## config.mk

```make
export PLATFORM = sky130hd
export DESIGN_NAME = istr_mem
export DESIGN_NICKNAME = d
export VERILOG_FILES = /design/src/rtl/istr_pkg.sv /design/src/rtl/istr_range_mask.sv /design/src/rtl/istr_free_pick.sv /design/src/rtl/istr_mem.sv
export SDC_FILE = /design/constraint.sdc
export NUM_CORES = 2
export LEC_CHECK = 0
export ABC_CLOCK_PERIOD_IN_PS = 6900
export BUFFER_PORTS_ARGS = -buffer_cell sky130_fd_sc_hd__buf_2
export CORE_MARGIN = 4
export CORE_UTILIZATION = 43
export DETAILED_ROUTE_END_ITERATION = 10
export HOLD_SLACK_MARGIN = 0.12
export SETUP_SLACK_MARGIN = 0.5
export SYNTH_ARGS = -nofsm -noshare
export SYNTH_HDL_FRONTEND = slang
export SYNTH_SLANG_ARGS = --single-unit
export TNS_END_PERCENT = 5
```

## constraint.sdc

```tcl
create_clock -name clk -period 6.9 [get_ports clk]
set_input_delay 0.69 -clock clk [delete_from_list [all_inputs] [get_ports clk]]
set_output_delay 0.69 -clock clk [all_outputs]
set_load 0.1 [all_outputs]
```

## src/rtl/istr_pkg.sv

```systemverilog
package istr_pkg;

    // Controller phase: accepting requests, or releasing a slot's parked readers
    typedef enum logic {
        PH_IDLE  = 1'b0,
        PH_DRAIN = 1'b1
    } phase_e;

endpackage

```

## src/rtl/istr_range_mask.sv

```systemverilog
// Decodes an allocate range [base, base+count) into a per-slot hit vector.
module istr_range_mask #(
    parameter int ADDR_W = 4,
    parameter int NSLOT  = 16
) (
    input  logic [ADDR_W-1:0] base,
    input  logic [ADDR_W:0]   count,
    output logic [NSLOT-1:0]  hit
);
    localparam int EW = ADDR_W + 2;

    logic [EW-1:0] lo;
    logic [EW-1:0] hi;

    assign lo = EW'(base);
    assign hi = lo + EW'(count);

    for (genvar g = 0; g < NSLOT; g++) begin : g_slot
        assign hit[g] = (EW'(g) >= lo) && (EW'(g) < hi);
    end
endmodule

```

## src/rtl/istr_free_pick.sv

```systemverilog
// Lowest-index free entry of the parked-reader pool.
module istr_free_pick #(
    parameter int N  = 16,
    parameter int IW = 4
) (
    input  logic [N-1:0]  used,
    output logic [IW-1:0] idx,
    output logic          any
);
    always_comb begin
        idx = '0;
        any = 1'b0;
        for (int i = N - 1; i >= 0; i--) begin
            if (!used[i]) begin
                idx = IW'(i);
                any = 1'b1;
            end
        end
    end
endmodule

```

## src/rtl/istr_mem.sv

```systemverilog
module istr_mem
    import istr_pkg::*;
#(
    parameter int ADDR_W = 4,
    parameter int DATA_W = 16,
    parameter int TAG_W  = 4,
    parameter int POOL   = 16
) (
    input  logic              clk,
    input  logic              rst_n,
    output logic              req_ready,
    input  logic              wr_valid,
    input  logic [ADDR_W-1:0] wr_addr,
    input  logic [DATA_W-1:0] wr_data,
    input  logic              cmd_valid,
    input  logic              cmd_alloc,
    input  logic [ADDR_W-1:0] cmd_addr,
    input  logic [ADDR_W:0]   cmd_count,
    input  logic [TAG_W-1:0]  cmd_tag,
    output logic              rsp_valid,
    output logic              rsp_busy,
    output logic [TAG_W-1:0]  rsp_tag,
    output logic [DATA_W-1:0] rsp_data,
    output logic              err_dup
);
    localparam int NSLOT  = 1 << ADDR_W;
    localparam int PIDX_W = (POOL > 1) ? $clog2(POOL) : 1;

    typedef struct packed {
        phase_e                          phase;
        logic [NSLOT-1:0]                full;
        logic [NSLOT-1:0][DATA_W-1:0]    data;
        logic [NSLOT-1:0]                has_wait;
        logic [NSLOT-1:0][PIDX_W-1:0]    head;
        logic [NSLOT-1:0][PIDX_W-1:0]    tail;
        logic [POOL-1:0]                 pv;
        logic [POOL-1:0][TAG_W-1:0]      ptag;
        logic [POOL-1:0][PIDX_W-1:0]     pnext;
        logic [POOL-1:0][ADDR_W-1:0]     pslot;
        logic [PIDX_W-1:0]               cur;
        logic [ADDR_W-1:0]               dslot;
        logic                            rsp_v;
        logic                            rsp_b;
        logic [TAG_W-1:0]                rsp_t;
        logic [DATA_W-1:0]               rsp_d;
        logic                            err;
    } state_t;

    state_t state_d, state_q;

    logic [NSLOT-1:0]  alloc_hit;
    logic [PIDX_W-1:0] free_idx;
    logic              free_any;
    logic              wr_go, cmd_go, rd_go, al_go;

    istr_range_mask #(.ADDR_W(ADDR_W), .NSLOT(NSLOT)) u_range (
        .base  (cmd_addr),
        .count (cmd_count),
        .hit   (alloc_hit)
    );

    istr_free_pick #(.N(POOL), .IW(PIDX_W)) u_free (
        .used (state_q.pv),
        .idx  (free_idx),
        .any  (free_any)
    );

    assign req_ready = (state_q.phase == PH_IDLE);
    assign wr_go     = wr_valid  && req_ready;
    assign cmd_go    = cmd_valid && req_ready;
    assign rd_go     = cmd_go && !cmd_alloc;
    assign al_go     = cmd_go &&  cmd_alloc;

    always_comb begin
        state_d       = state_q;
        state_d.rsp_v = 1'b0;
        state_d.rsp_b = 1'b0;
        state_d.rsp_t = '0;
        state_d.rsp_d = '0;
        state_d.err   = 1'b0;

        // Release one parked reader per cycle, oldest first
        if (state_q.phase == PH_DRAIN) begin
            state_d.rsp_v = 1'b1;
            state_d.rsp_t = state_q.ptag[state_q.cur];
            state_d.rsp_d = state_q.data[state_q.dslot];
            state_d.pv[state_q.cur] = 1'b0;
            if (state_q.cur == state_q.tail[state_q.dslot]) begin
                state_d.has_wait[state_q.dslot] = 1'b0;
                state_d.phase = PH_IDLE;
            end else begin
                state_d.cur = state_q.pnext[state_q.cur];
            end
        end

        // Allocate first: empty the range and drop its parked readers
        if (al_go) begin
            for (int i = 0; i < NSLOT; i++) begin
                if (alloc_hit[i]) begin
                    state_d.full[i]     = 1'b0;
                    state_d.has_wait[i] = 1'b0;
                end
            end
            for (int p = 0; p < POOL; p++) begin
                if (state_q.pv[p] && alloc_hit[state_q.pslot[p]]) begin
                    state_d.pv[p] = 1'b0;
                end
            end
        end

        // Then the write
        if (wr_go) begin
            if (state_d.full[wr_addr]) begin
                state_d.err = 1'b1;
            end else begin
                state_d.full[wr_addr] = 1'b1;
                state_d.data[wr_addr] = wr_data;
                if (state_d.has_wait[wr_addr]) begin
                    state_d.phase = PH_DRAIN;
                    state_d.cur   = state_q.head[wr_addr];
                    state_d.dslot = wr_addr;
                end
            end
        end

        // Then the read, which sees the write of the same cycle
        if (rd_go) begin
            if (state_d.full[cmd_addr]) begin
                state_d.rsp_v = 1'b1;
                state_d.rsp_t = cmd_tag;
                state_d.rsp_d = state_d.data[cmd_addr];
            end else if (!free_any) begin
                state_d.rsp_v = 1'b1;
                state_d.rsp_b = 1'b1;
                state_d.rsp_t = cmd_tag;
            end else begin
                state_d.pv[free_idx]    = 1'b1;
                state_d.ptag[free_idx]  = cmd_tag;
                state_d.pslot[free_idx] = cmd_addr;
                if (state_q.has_wait[cmd_addr]) begin
                    state_d.pnext[state_q.tail[cmd_addr]] = free_idx;
                end else begin
                    state_d.has_wait[cmd_addr] = 1'b1;
                    state_d.head[cmd_addr]     = free_idx;
                end
                state_d.tail[cmd_addr] = free_idx;
            end
        end
    end

    always_ff @(posedge clk) begin
        if (!rst_n) begin
            state_q       <= '0;
            state_q.phase <= PH_IDLE;
        end else begin
            state_q <= state_d;
        end
    end

    assign rsp_valid = state_q.rsp_v;
    assign rsp_busy  = state_q.rsp_b;
    assign rsp_tag   = state_q.rsp_t;
    assign rsp_data  = state_q.rsp_d;
    assign err_dup   = state_q.err;

    AST_WRITE_FILLS: assert property (@(posedge clk) disable iff (!rst_n)
        (wr_go && !state_q.full[wr_addr])
        |=> (state_q.full[$past(wr_addr)] && state_q.data[$past(wr_addr)] == $past(wr_data)));

    AST_FULL_READ_ANSWERS: assert property (@(posedge clk) disable iff (!rst_n)
        (rd_go && state_q.full[cmd_addr])
        |=> (rsp_valid && !rsp_busy && rsp_tag == $past(cmd_tag)
             && rsp_data == $past(state_q.data[cmd_addr])));

    AST_DRAIN_FROM_LIVE_ENTRY: assert property (@(posedge clk) disable iff (!rst_n)
        (state_q.phase == PH_DRAIN)
        |-> (state_q.pv[state_q.cur] && state_q.full[state_q.dslot]));

    AST_POOL_FULL_BUSY: assert property (@(posedge clk) disable iff (!rst_n)
        (rd_go && !state_q.full[cmd_addr] && !(wr_go && wr_addr == cmd_addr) && (&state_q.pv))
        |=> (rsp_valid && rsp_busy && rsp_tag == $past(cmd_tag)));

    AST_DUP_KEEPS_WORD: assert property (@(posedge clk) disable iff (!rst_n)
        (wr_go && !al_go && state_q.full[wr_addr])
        |=> (err_dup && state_q.data[$past(wr_addr)] == $past(state_q.data[wr_addr])));

    AST_ERR_NEEDS_WRITE: assert property (@(posedge clk) disable iff (!rst_n)
        err_dup |-> $past(wr_go));
endmodule

```

Word-level counts from Yosys, hierarchy flattened
Index checks and enable logic that the tools add are counted.
Word-level totals
  register bits: 656
  bits of input ports: 38
  output and inout port bits: 24
  logic and storage cells: 419
Cells by class
  add/subtract/negate cells: 1
  $lt $le $gt $ge: 60
  eq/ne operators: 1
  mux-type cells: 188
  bitwise operators: 13
  reduce and logical (&&, ||, !) cells: 49
Operators with widths (number)
  2-to-1 mux 352 bit: 3
  2-to-1 mux 273 bit: 2
  bitwise mux 64 bit: 5
  bitwise mux 256 bit: 1
  2-to-1 mux 16 bit: 10
  binary-select mux 16 bit (select 4 bit): 2
  less-than comparator 4 x 5 -> 1 bit, second input constant: 22
  2-to-1 mux 4 bit: 27
  2-to-1 mux 1 bit: 96
  binary-select mux 1 bit (select 4 bit): 20
  binary-select mux 4 bit (select 4 bit): 5
  2-to-1 mux 80 bit: 1
  demux 16 bit (select 4 bit): 1
  2-to-1 mux 64 bit: 1
  demux 4 bit (select 4 bit): 3
  less-than comparator 4 x 6 -> 1 bit, first input constant: 8
  OR 16 bit: 3
  logical AND 1 bit: 42
  AND 16 bit: 2
  >= comparator 4 bit, first input constant: 8
  inverter 16 bit: 2
  >= comparator 4 x 1 -> 1 bit, second input constant: 6
  less-than comparator 3 x 6 -> 1 bit, first input constant: 4
  2-to-1 mux 8 bit: 3
  17 further kinds: 35

Depth between registers and ports, before layout
  word-level depth: 24
  gate-level depth with buffers: 21
  depth with buffers taken out: 13

By module
A second synthesis with hierarchy kept.
Second synthesis, totals
  cell total of the unflattened synthesis: 3252
  area total of the unflattened synthesis: 34209.1 um^2
By module, submodules not included
  istr_mem: instances 1, cells each 3161, area each 33567.2 um^2, sequential area each 13132.6 um^2
  istr_range_mask: instances 1, cells each 57, area each 475.5 um^2, sequential area each 0.0 um^2
  istr_free_pick: instances 1, cells each 34, area each 166.4 um^2, sequential area each 0.0 um^2

Worst setup path before layout
No wires, ideal clock.
  path type: input -> register
  from: input cmd_addr[1]
  to: register state_q[224] (netlist bit)
  setup time: 0.115 ns
  arrival: 5.113 ns
  data required time: 6.785 ns
  setup slack: 1.673 ns
  stages on the path: 17
  buffers on the path: 5
  cell sequence: clkbuf_1 clkbuf_1 inv_1 clkbuf_1 fa_1 and2b_1 o21ai_1 a21oi_2 o211ai_1 a211o_1 a2111oi_2 inv_1 o211ai_4 buf_4 nor4_1 buf_2 o21a_1
On the way
  cells in the longest elaborated chain, start to end: 13
  elaborated cells on any way between the ends: 82
  those cells by class: add/sub (1); order compare (32); mux (30); bitwise (2); reduce/logical (17)
RTL lines
  start: declaration: RTL line istr_mem.sv:17  | input logic [ADDR_W-1:0] cmd_addr,
  adder 4 x 5 -> 6 bit: RTL line istr_range_mask.sv:16  | assign hi = lo + EW'(count);
  less-than comparator 1 x 6 -> 1 bit, or another cell as far along: RTL line istr_range_mask.sv:19  | assign hit[g] = (EW'(g) >= lo) && (EW'(g) < hi);
  logical AND 1 bit: RTL line istr_range_mask.sv:19
  2-to-1 mux 1 bit: RTL line istr_mem.sv:99  | if (alloc_hit[i]) begin
  2-to-1 mux 16 bit: RTL line istr_mem.sv:97  | if (al_go) begin
  binary-select mux 1 bit (select 4 bit): RTL line istr_mem.sv:113  | if (state_d.full[wr_addr]) begin
  2-to-1 mux 1 bit (implied by the code): RTL line istr_mem.sv:113
  2-to-1 mux 273 bit: RTL line istr_mem.sv:113
  2-to-1 mux 273 bit: RTL line istr_mem.sv:112  | if (wr_go) begin
  binary-select mux 1 bit (select 4 bit): RTL line istr_mem.sv:128  | if (state_d.full[cmd_addr]) begin
  2-to-1 mux 1 bit (implied by the code): RTL line istr_mem.sv:128
  2-to-1 mux 352 bit: RTL line istr_mem.sv:128
  2-to-1 mux 352 bit (*): RTL line istr_mem.sv:127  | if (rd_go) begin
  end signal: assignment: RTL line istr_mem.sv:156  | state_q <= state_d;
  end: declaration: RTL line istr_mem.sv:49  | state_t state_d, state_q;
Mark *: on every way between the ends. The rest lies on a longest branch, timed or not. The select of a mux whose other input is x is not followed.
A chain may end at the register's enable or synchronous reset.

Worst setup path in the final report
  from: register state_q[655] (netlist bit)
  to: register state_q, in the netlist rsp_data[0]
On the way
  cells in the longest elaborated chain, start to end: 12
  elaborated cells on any way between the ends: 18
  those cells by class: mux (12); bitwise (2); reduce/logical (4)
RTL lines
  inverter 1 bit: RTL line istr_mem.sv:68  | assign req_ready = (state_q.phase == PH_IDLE);
  logical AND 1 bit: RTL line istr_mem.sv:70  | assign cmd_go = cmd_valid && req_ready;
  logical AND 1 bit: RTL line istr_mem.sv:72  | assign al_go = cmd_go && cmd_alloc;
  2-to-1 mux 16 bit: RTL line istr_mem.sv:97
  binary-select mux 1 bit (select 4 bit): RTL line istr_mem.sv:113
  2-to-1 mux 1 bit (implied by the code): RTL line istr_mem.sv:113
  2-to-1 mux 273 bit: RTL line istr_mem.sv:113
  2-to-1 mux 273 bit: RTL line istr_mem.sv:112
  binary-select mux 16 bit (select 4 bit) / binary-select mux 1 bit (select 4 bit) (equally long branches): RTL line istr_mem.sv:131, istr_mem.sv:128
  2-to-1 mux 16 bit (implied by the code) / 2-to-1 mux 1 bit (equally long branches): RTL line istr_mem.sv:131, istr_mem.sv:128
  2-to-1 mux 16 bit: RTL line istr_mem.sv:128
  2-to-1 mux 22 bit (*): RTL line istr_mem.sv:127
Marked as above.

==> Implementation_results.wiki <==
{| class="wikitable"
! Metric !! Value
|-
| Result of the run || completed
|-
| Crit-path max cell delay || ~0.94 ns
|-
| Die area || 85200 um^2
|-
| Number of hold-slack violations in the final timing report || 0
|-
| Worst IR Drop VDD || 0.168 mV
|-
| Cell area after technology mapping || 34600 um^2
|-
| Ratio of final minimum period to clock period || 82.6%
|-
| Effective utilization at floorplan || 43.6%
|-
| Area added between synthesis and finish || 10.5%
|-
| Total congestion overflow after global routing || 0
|-
| Least-Margin Pin Slew || 1.32 ns
|-
| Routed wire per std cell || 25.4 um
|-
| Share of the synthesized netlist area taken by xor and xnor gates || 0.177%
|-
| Global-route usage over all layers || between 20 and 30%
|-
| Clock sink total || 656
|-
| Type of the worst setup path || flop to flop
|-
| Crit-path most repeated cell || buf_4
|-
| Post-layout instance count excluding filler cells || about 4400
|-
| Maximum number of pins on one net before global-route repair || ~110
|-
| Total half-perimeter wirelength after legalization and detailed placement || ~70 mm
|-
| Post-Synthesis Net Count || approximately 3500
|-
| Gate count after technology mapping || 3448
|-
| Unrepaired setup endpoints after global routing || false
|-
| F_max || 175 MHz
|-
| Async set-reset flop share out of synthesis || 0%
|-
| Multiplexer fraction of the synthesized cell area || 33.7%
|-
| CP max-delay cell || nand3_1
|-
| Clock Path Buffers || 3
|-
| Type of the worst min-delay path || input port to flop
|-
| Iteration-0 DRC count of the detailed router || 2987
|-
| Post-Route Setup TNS || 0 ns
|-
| Clock slew at reported path FFs || 0.06 ns
|-
| Slew headroom || 11.7%
|-
| Global-route wire length before repair || 170 mm
|-
| Leakage power || 0.0145 uW
|-
| Detailed-router iteration count before antenna repair || 5
|-
| DRC errors left || 0
|-
| Most used cells in the layout excluding fill and tap cells || 650 x dfxtp_1, 566 x mux2i_1, 430 x nand2_1
|-
| Via total after detailed routing || around 28000
|-
| Crit path max fanout || 19
|-
| P per Cell Area || around 230 nW/um^2
|-
| Routed Antenna Nets || 0
|-
| Worst setup SP type || flop
|-
| Wire length after detailed routing || approximately 110 mm
|-
| Unique masters post-synth || 89
|-
| Floorplan die height || ~300 um
|-
| Dominant combinational cell family by area after synthesis || multiplexers
|-
| Type of element capturing the critical path || flop
|-
| Count of state elements after synthesis || approximately 660
|-
| Core Area || 79400 um^2
|-
| Count of flip-flops with a built-in enable after synthesis || 0
|-
| Number of antenna violations at the first check in global routing || 2
|-
| Source-to-sink clock delay at the later pin of the worst-skew pair || 0.65 ns
|-
| Post-detailed-placement cell area || 35600 um^2
|-
| Synth Area in Simple Gates || 14.5%
|-
| WP data required || between 7 and 8 ns
|-
| Time the worst path needs with I/O delays and setup || 5.70 ns
|-
| Number of instances resized during post-cts repair || 0
|-
| Setup Skew || 0.0305 ns
|-
| Port buffer count || 61
|-
| Crit-path leading delay family || compound AO/OA/AOI/OAI gates
|-
| Site Rows || ~100
|-
| # placed instances || approximately 4300
|-
| TritonCTS clock tree || done
|-
| Post-Synth Adder-Cell Area || less than 1%
|-
| Overall Power || a little under 9000 uW
|-
| Number of pins exceeding their max-slew limit in the final report || 0
|-
| Cells traversed along the worst timing path || nand3b_1, a211o_1, a211oi_4, buf_4, a21oi_1, a221oi_1, o21ai_1, buf_4, o211ai_4, buf_4, nand3_1, a32oi_1
|-
| Share of the yosys chip area belonging to registers || around 38%
|-
| Clock tree root buffer cell || clkbuf_16
|-
| Avg Cell Area, Syn || around 10 um^2
|-
| Data arrival time at the worst-slack endpoint || 6.23 ns
|-
| Deepest level of the CTS H-tree || 3
|-
| WP buf/inv || 3
|-
| Routability congestion estimate || 0.914
|-
| Fraction of final layout cells with drive strength greater than 1 || 17.7%
|-
| Via count normalized by instance count || 6.26
|-
| Final instance area || ~38000 um^2
|-
| Total clock buffers created by CTS || 74
|-
| Ports || between 60 and 70
|-
| Most common cell after layout, fill and taps aside || dfxtp_1
|-
| Final net count || roughly 3400
|-
| Die boundary width || 292 um
|-
| Hold-fix buffer count after cts || 0
|-
| Final count of negative-setup-slack endpoints || 0
|-
| Synthesized-area fraction occupied by ao, oa, aoi and oai cells || 9.24%
|-
| Dominant synthesized flop cell || dfxtp_1
|-
| Post-CTS setup buffer count || 0
|-
| Via count of the first global-routing pass || 26700
|-
| Synth Warn # || 0
|-
| Number of maximum-capacitance violations || 0
|}
==> path summary, 6_finish.rpt <==
path	to	start	slack, ns	cells after the start
max reg2reg	rsp_data[0]$_SDFF_PN0_	state_q[655]$_SDFF_PN0_	1.20	12
min reg2reg	flop	flop	0.45	2
max	rsp_data[0]$_SDFF_PN0_	state_q[655]$_SDFF_PN0_	1.20	12
min	rsp_tag[2]$_SDFF_PN0_	cmd_tag[2]	0.32	3
==> final cells by class <==
type                            count  area (um^2)
Tap cell                         1050         1310
Clock inverter                     32          584
Fill cell                        7381        41100
Antenna cell                        2         5.00
Multi-Input combinational cell   2435        20100
Inverter                           29          116
Clock buffer                      102         2100
Timing Repair Buffer              136          896
Sequential cell                   656        13100
==> cell usage after synthesis (all sizes together), types with 5 or more instances <==
master | instances | area, um^2
a2111oi | 7 | 67.6
a211o | 10 | 87.6
a211oi | 21 | 173
a21boi | 8 | 60.1
a21o | 9 | 67.6
a21oi | 84 | 435
a22o | 5 | 43.8
a22oi | 7 | 57.6
a2bb2oi | 8 | 70.1
a31o | 5 | 43.8
a31oi | 19 | 119
a32oi | 8 | 70.1
and2 | 18 | 113
and3 | 13 | 81.3
buf | 101 | 538
clkbuf | 227 | 852
dfxtp | 656 | 13100
inv | 28 | 105
mux2 | 11 | 124
mux2i | 566 | 5670
mux4 | 261 | 5880
nand2 | 430 | 1610
nand2b | 13 | 81.3
nand3 | 91 | 455
nand3b | 7 | 52.6
nand4 | 20 | 125
nor2 | 374 | 1400
nor2b | 16 | 100
nor3 | 52 | 320
nor4 | 21 | 215
o2111ai | 11 | 96.3
o211ai | 26 | 209
o21a | 21 | 158
o21ai | 120 | 601
o221ai | 17 | 149
o22a | 7 | 61.3
o22ai | 22 | 138
o311ai | 9 | 78.8
o31ai | 12 | 95.1
or2 | 13 | 81.3
or3 | 20 | 125
or4 | 13 | 97.6
xnor2 | 5 | 43.8
==> metal layers <==
| metal | global-route usage [%] | vias up | routed length (um) |
|---|---|---|---|
| li1 | - | 12400 | - |
| met1 | 36.4 | 13900 | 49500 |
| met2 | 39.2 | 1238 | 49900 |
| met3 | 5.30 | 221 | 10000 |
| met4 | 8.02 | 0 | 3360 |
| met5 | 0 | - | 0 |
==> kinds of logic (layout without fill, tap and decap cells) <==
family                   count (synthesis)  count (layout)
AO/OA/AOI/OAI                          468             468
XOR/XNOR                                 7               7
adder cells (fa/ha/maj)                  5               5
buffers and inverters                  357             299
flip-flops                             656             656
multiplexers                           838             838
other                                    0               2
AND/OR/NAND/NOR                       1117            1117
==> worst reg2reg max path, cell delays in order, from the launching register on <==
cell and delay, ns:
dfxtp_1 0.70, nand3b_1 0.79, a211o_1 0.57, a211oi_4 0.27, buf_4 0.43, a21oi_1 0.11
a221oi_1 0.39, o21ai_1 0.18, buf_4 0.25, o211ai_4 0.11, buf_4 0.28, nand3_1 0.95
a32oi_1 0.58
==> report_power, final <==
part           total, uW  leakage (uW)  switching [uW]  internal (uW)
logic                714       0.00789             498            216
registers           3830       0.00529            20.2           3810
clock network       4350       0.00130            1710           2640
total               8900        0.0145            2230           6670
==> stage by stage <==
step	hold WS, ns	setup WS (ns)	util [%]
floorplan	0.432	1.67	-
finish	0.319	1.20	48.2
detailed placement	0.446	0.962	44.8
CTS	0.287	1.55	48.2
global placement	0.439	1.13	44.8
global route	0.323	1.23	48.2
Note: power is estimated with default switching activity, not from simulation.
